[src/rtl/rdiv_pkg.sv]
package rdiv_pkg;

   localparam int unsigned NUM_LEGAL = 5;

   function automatic int unsigned legal_code(int unsigned idx);
      case (idx)
         0:       legal_code = 1;
         1:       legal_code = 2;
         2:       legal_code = 4;
         3:       legal_code = 8;
         default: legal_code = 10;
      endcase
   endfunction

endpackage

[src/rtl/rdiv_decode.sv]
module rdiv_decode #(
   parameter int unsigned W  = 8,
   parameter int unsigned CW = 4
) (
   input  logic          clk_i,
   input  logic          rst_ni,
   input  logic          wr_en_i,
   input  logic [W-1:0]  wr_ratio_i,
   output logic [W-1:0]  ratio_o,
   output logic          legal_o,
   output logic          unity_o,
   output logic [CW-1:0] last_o,
   output logic [CW-1:0] half_o
);
   localparam int unsigned NL = rdiv_pkg::NUM_LEGAL;

   logic [W-1:0]  ratio_q;
   logic [NL-1:0] hit;
   logic [W-1:0]  ratio_m1;
   logic [W-1:0]  ratio_h;

   if (W < 4) begin : g_w_check
      $error("rdiv_decode: W must hold the value 10");
   end

   always_ff @(posedge clk_i) begin
      if (!rst_ni)      ratio_q <= '0;
      else if (wr_en_i) ratio_q <= wr_ratio_i;
   end

   for (genvar g = 0; g < NL; g++) begin : g_hit
      assign hit[g] = (ratio_q == W'(rdiv_pkg::legal_code(g)));
   end

   assign ratio_m1 = ratio_q - W'(1);
   assign ratio_h  = ratio_q >> 1;
   assign legal_o  = |hit;
   assign unity_o  = hit[0];
   assign last_o   = ratio_m1[CW-1:0];
   assign half_o   = ratio_h[CW-1:0];
   assign ratio_o  = ratio_q;

   a_r1_readback: assert property (@(posedge clk_i) disable iff (!rst_ni)
      $past(wr_en_i) |-> ratio_o == $past(wr_ratio_i));
endmodule

[src/rtl/rdiv_count.sv]
module rdiv_count #(
   parameter int unsigned CW = 4
) (
   input  logic          clk_i,
   input  logic          rst_ni,
   input  logic          restart_i,
   input  logic          run_i,
   input  logic          unity_i,
   input  logic [CW-1:0] last_i,
   input  logic [CW-1:0] half_i,
   output logic          tick_o,
   output logic          wave_o
);
   logic [CW-1:0] cnt_q;
   logic          at_end;

   assign at_end = (cnt_q == last_i);

   always_ff @(posedge clk_i) begin
      if (!rst_ni)          cnt_q <= '0;
      else if (restart_i)   cnt_q <= '0;
      else if (!run_i)      cnt_q <= '0;
      else if (at_end)      cnt_q <= '0;
      else                  cnt_q <= cnt_q + CW'(1);
   end

   assign tick_o = run_i && at_end;
   assign wave_o = run_i && (unity_i || (cnt_q < half_i));

   a_r7_restart_zero: assert property (@(posedge clk_i) disable iff (!rst_ni)
      restart_i |=> cnt_q == '0);
   a_r5_count_bound: assert property (@(posedge clk_i) disable iff (!rst_ni)
      run_i |-> cnt_q <= last_i);
endmodule

[src/rtl/rdiv_select.sv]
module rdiv_select (
   input  logic sel_div_i,
   input  logic div_en_i,
   input  logic byp_en_i,
   output logic ser_en_o
);
   assign ser_en_o = sel_div_i ? div_en_i : byp_en_i;
endmodule

[src/rtl/rdiv_top.sv]
module rdiv_top #(
   parameter int unsigned W         = 8,
   parameter int unsigned MAX_RATIO = 10
) (
   input  logic         clk_i,
   input  logic         rst_ni,
   input  logic         wr_en_i,
   input  logic [W-1:0] wr_ratio_i,
   input  logic         sel_div_i,
   input  logic         byp_en_i,
   output logic [W-1:0] ratio_o,
   output logic         tick_o,
   output logic         wave_o,
   output logic         ser_en_o
);
   localparam int unsigned CW = $clog2(MAX_RATIO);

   if (MAX_RATIO < 10) begin : g_max_check
      $error("rdiv_top: MAX_RATIO must cover the largest legal ratio");
   end

   logic          legal;
   logic          unity;
   logic [CW-1:0] last;
   logic [CW-1:0] half;

   rdiv_decode #(.W(W), .CW(CW)) u_decode (
      .clk_i(clk_i), .rst_ni(rst_ni), .wr_en_i(wr_en_i), .wr_ratio_i(wr_ratio_i),
      .ratio_o(ratio_o), .legal_o(legal), .unity_o(unity), .last_o(last), .half_o(half)
   );

   rdiv_count #(.CW(CW)) u_count (
      .clk_i(clk_i), .rst_ni(rst_ni), .restart_i(wr_en_i), .run_i(legal),
      .unity_i(unity), .last_i(last), .half_i(half), .tick_o(tick_o), .wave_o(wave_o)
   );

   rdiv_select u_select (
      .sel_div_i(sel_div_i), .div_en_i(tick_o), .byp_en_i(byp_en_i), .ser_en_o(ser_en_o)
   );

   a_r2_illegal_silent: assert property (@(posedge clk_i) disable iff (!rst_ni)
      !legal |-> (!tick_o && !wave_o));
   a_r5_single_tick: assert property (@(posedge clk_i) disable iff (!rst_ni)
      (tick_o && !unity && !wr_en_i) |=> !tick_o);
   a_r4_unity_steady: assert property (@(posedge clk_i) disable iff (!rst_ni)
      (unity && !wr_en_i) |=> (tick_o && wave_o));
endmodule

[config.mk]
export PLATFORM = sky130hd
export DESIGN_NAME = rdiv_top
export DESIGN_NICKNAME = d
export VERILOG_FILES = /design/src/rtl/rdiv_pkg.sv /design/src/rtl/rdiv_decode.sv /design/src/rtl/rdiv_count.sv /design/src/rtl/rdiv_select.sv /design/src/rtl/rdiv_top.sv
export SDC_FILE = /design/constraint.sdc
export NUM_CORES = 1
export LEC_CHECK = 0
export ABC_AREA = 1
export BUFFER_PORTS_ARGS = -buffer_cell sky130_fd_sc_hd__clkbuf_2
export CORE_MARGIN = 4
export CORE_UTILIZATION = 56
export CTS_BUF_LIST = sky130_fd_sc_hd__clkbuf_2 sky130_fd_sc_hd__clkbuf_4 sky130_fd_sc_hd__clkbuf_8
export DETAILED_ROUTE_END_ITERATION = 7
export PLACE_DENSITY = 0.84
export SYNTH_ARGS = -nofsm -noshare
export SYNTH_HDL_FRONTEND = slang
export SYNTH_SLANG_ARGS = --single-unit
[constraint.sdc]
create_clock -name clk_i -period 3.4 [get_ports clk_i]
set_clock_uncertainty 0.15 [all_clocks]
set_input_delay 0.34 -clock clk_i [delete_from_list [all_inputs] [get_ports clk_i]]
set_output_delay 0.34 -clock clk_i [all_outputs]
set_load 0.02 [all_outputs]
==> results.py <==
metrics = {
    "outcome": {
        "status": "finished, final reports clean",
    },
    "clocking": {
        "root_buffer": "clkbuf_4",
        "cts_tree": "done",
        "postCtsResizedCells": 0,
        "insertion_delay_ps": 280,
        "numClockSinks": 12,
        "path_clk_slew_ps": 80,
        "ctsHtreeMaxLevel": 1,
        "post-cts-setup-buffer-count": 0,
        "clock_path_buffers": 2,
        "postCtsHoldBufs": 0,
        "cts_buffers": 3,
    },
    "die": {
        "initial_utilization_pct": 59.71,
        "die_w_um": 45.25,
        "dieArea_mm2": 0.002048,
        "row_count": 13,
        "ios": 24,
        "core-area_mm2": 0.001301,
        "die_h_um": 45.25,
    },
    "global_routing": {
        "grt_pass1_vias": 666,
        "grt_overflow_total": 0,
        "grt_max_degree": 16,
        "antenna_found_initial": 0,
        "grt_pass1_wl_um": 2773,
        "grt_usage_pct": 18.46,
    },
    "synthesis": {
        "synthTopCellsByCount": "nand2_1 (26), inv_1 (13), dfxtp_1 (12)",
        "syn_inst": 111,
        "synth_top_area_share_pct": 30.92,
        "ys_seq_area_share_pct": 30.92,
        "synth_top_cell_by_area": "dfxtp_1",
        "synth_nets": 132,
        "yosys.cell_types.count": 20,
        "syn_area_um2": 777.0,
        "yosysMostFrequentCell": "nand2_1",
        "async_flop_share_pct": 0,
        "synth_edf_count": 0,
        "yosysWarnings": 0,
        "synth-main-ff-cell": "dfxtp_1",
        "ys_seq_elements": 12,
        "avgSynthCellArea_um2": 7.000,
        "synthTopCellsByArea": "dfxtp_1 (31%), ha_1 (13%), nand2_1 (13%), inv_1 (6.3%), o21ai_0 (5.8%)",
    },
    "setup_path": {
        "start_kind": "flop",
        "r2r-start": "u_decode.ratio_o[0]$_SDFFE_PN0P_",
        "critical_path_required_ps": 2910,
        "r2r_setup_slack_ps": 1700,
        "rr_worst_depth": 10,
        "crit_type": "reg2out",
        "critPathMaxFanout": 7,
        "r2r-end": "u_count.cnt_q[3]$_SDFF_PP0_",
        "crit_arrival_ps": 1890,
        "end_kind": "primary output",
    },
    "sta": {
        "fin_crit_ps": 2375,
        "slew-limit-headroom_pct": 74.90,
        "worstMarginPinSlew_ps": 376.0,
        "period_share_pct": 69.86,
        "fmax_mhz": 421.0,
        "finalSetupViolCount": 0,
        "final-max-slew-violation-count": 0,
        "hold_viol": 0,
        "tns_ps": 0,
        "setup_ws_ps": 1025,
        "rsz0062_at_grt": "false",
    },
    "placed_design": {
        "dp_hpwl_um": 1386,
        "preCtsSetupSlack_ps": 1324,
        "placed_cell_area_um2": 905.9,
        "io_buffer_count": 23,
        "gp_congestion": 0.8204,
    },
    "final_layout": {
        "fin_area_um2": 942.2,
        "drive_above_1_share_pct": 32.12,
        "syn_to_final_growth_pct": 21.26,
        "final_nets": 159,
        "insertedDiodeCount": 0,
        "nFillCells": 107,
    },
    "power_and_ir_drop": {
        "p_leak_uw": 0.0004885,
        "ir_worst_vdd_mv": 0.2642,
        "p_per_area_mw_per_mm2": 380.8,
        "finalPower_uw": 358.8,
    },
    "routing": {
        "post_drt_wl_per_cell_um": 11.08,
        "first_pass_iters": 4,
        "detail-route-antenna-nets": 0,
        "via_per_inst": 5.013,
        "drt_iter0_drc": 6,
        "num_vias": 762,
        "wirelength_um": 1684,
        "drc": 0,
    },
    "worst_hold_path": {
        "min_to": "u_decode.ratio_o[5]$_SDFFE_PN0P_",
        "hp-start": "wr_ratio_i[5]",
        "whs_path_depth": 3,
        "min_path_type": "in2reg",
    },
    "flow_run": {
        "maxCapViolations": 0,
    },
}
-- how the worst max path moves through the flow --
| stage | from | end | slack, ps | depth (start not counted) |
|---|---|---|---|---|
| finish | u_decode.ratio_o[0]$_SDFFE_PN0P_ | tick_o | 1020 | 10 |
| global route | u_decode.ratio_o[0]$_SDFFE_PN0P_ | tick_o | 820 | 10 |
| CTS | u_decode.ratio_o[0]$_SDFFE_PN0P_ | tick_o | 1020 | 10 |
| detailed placement | u_decode.ratio_o[0]$_SDFFE_PN0P_ | tick_o | 1320 | 10 |
| global placement | u_decode.ratio_o[1]$_SDFFE_PN0P_ | tick_o | 1420 | 11 |
| floorplan | u_decode.ratio_o[1]$_SDFFE_PN0P_ | tick_o | 1240 | 10 |
-- cell type report --
type | instances | area (µm²) | area share [%]
Tap cell | 15 | 18.77 | 1.992
Sequential cell | 12 | 240.2 | 25.50
Multi-Input combinational cell | 81 | 467.9 | 49.67
Clock buffer | 4 | 36.28 | 3.851
Timing Repair Buffer | 23 | 115.1 | 12.22
Inverter | 17 | 63.81 | 6.773
-- cell usage in the layout (no fill, tap or decap) --
cell      Yosys  layout
a21oi_1       7       7
a21oi_2       1       1
clkbuf_2      0      23
clkbuf_4      0       3
clkbuf_8      0       1
dfxtp_1      12      12
ha_1          8       8
inv_1        13      13
inv_2         4       4
nand2_1      26      26
nand2_2       6       6
nand2_4       1       1
nand3_1       3       3
nand3_2       1       1
nand3b_1      1       1
nand4_1       1       1
nor2_1       11      11
nor2_2        3       3
nor3_4        1       1
o21ai_0       9       9
xnor2_1       1       1
xor2_1        1       1
-- where the power goes --
| part | internal, µW | switching, µW | total (µW) |
|---|---|---|---|
| sequential | 148 | 7.62 | 155 |
| combinational | 30.8 | 54.6 | 85.4 |
| clock | 65.2 | 53.0 | 118 |
-- per-layer routing --
metal,routed length (µm),global-route usage [%],vias up
li1,-,-,401
met1,751,23.97,338
met2,827,30.79,18
met3,76,2.390,5
met4,29,7.018,0
met5,0,0,-
-- cell families after synthesis --
logic type / share of synthesized area [%]
AOI/OAI and AO/OA: 11.43
xor gates and xnor gates: 2.255
adders and majority gates: 12.88
buffers and inverters: 8.856
DFF: 30.92
and+or+nand+nor: 33.66
-- registers in the layout, indices dropped and copies added (netlist names) --
signal            flops
u_count.cnt_q         4
u_decode.ratio_o      8
-- worst max-delay path, stage by stage, from the launching register on --
cell,delay [ps]
dfxtp_1,400
inv_2,100
ha_1,320
nand2_1,80
nand2_1,60
nor2_1,80
nand3_1,80
nor2_2,120
nand2_2,70
a21oi_1,110
clkbuf_2,180
-- metrics by stage --
| step | cells | util, % | hold WS [ps] |
|---|---|---|---|
| finish | 152 | 72.40 | 129.1 |
| detailed placement | 148 | 69.62 | 333.5 |
| CTS | 152 | 72.40 | 132.0 |
| global route | 152 | 72.40 | 164.9 |
| global placement | 148 | 69.62 | 324.0 |
| floorplan | 111 | - | 299.4 |
Note: power is estimated with default switching activity, not from simulation.
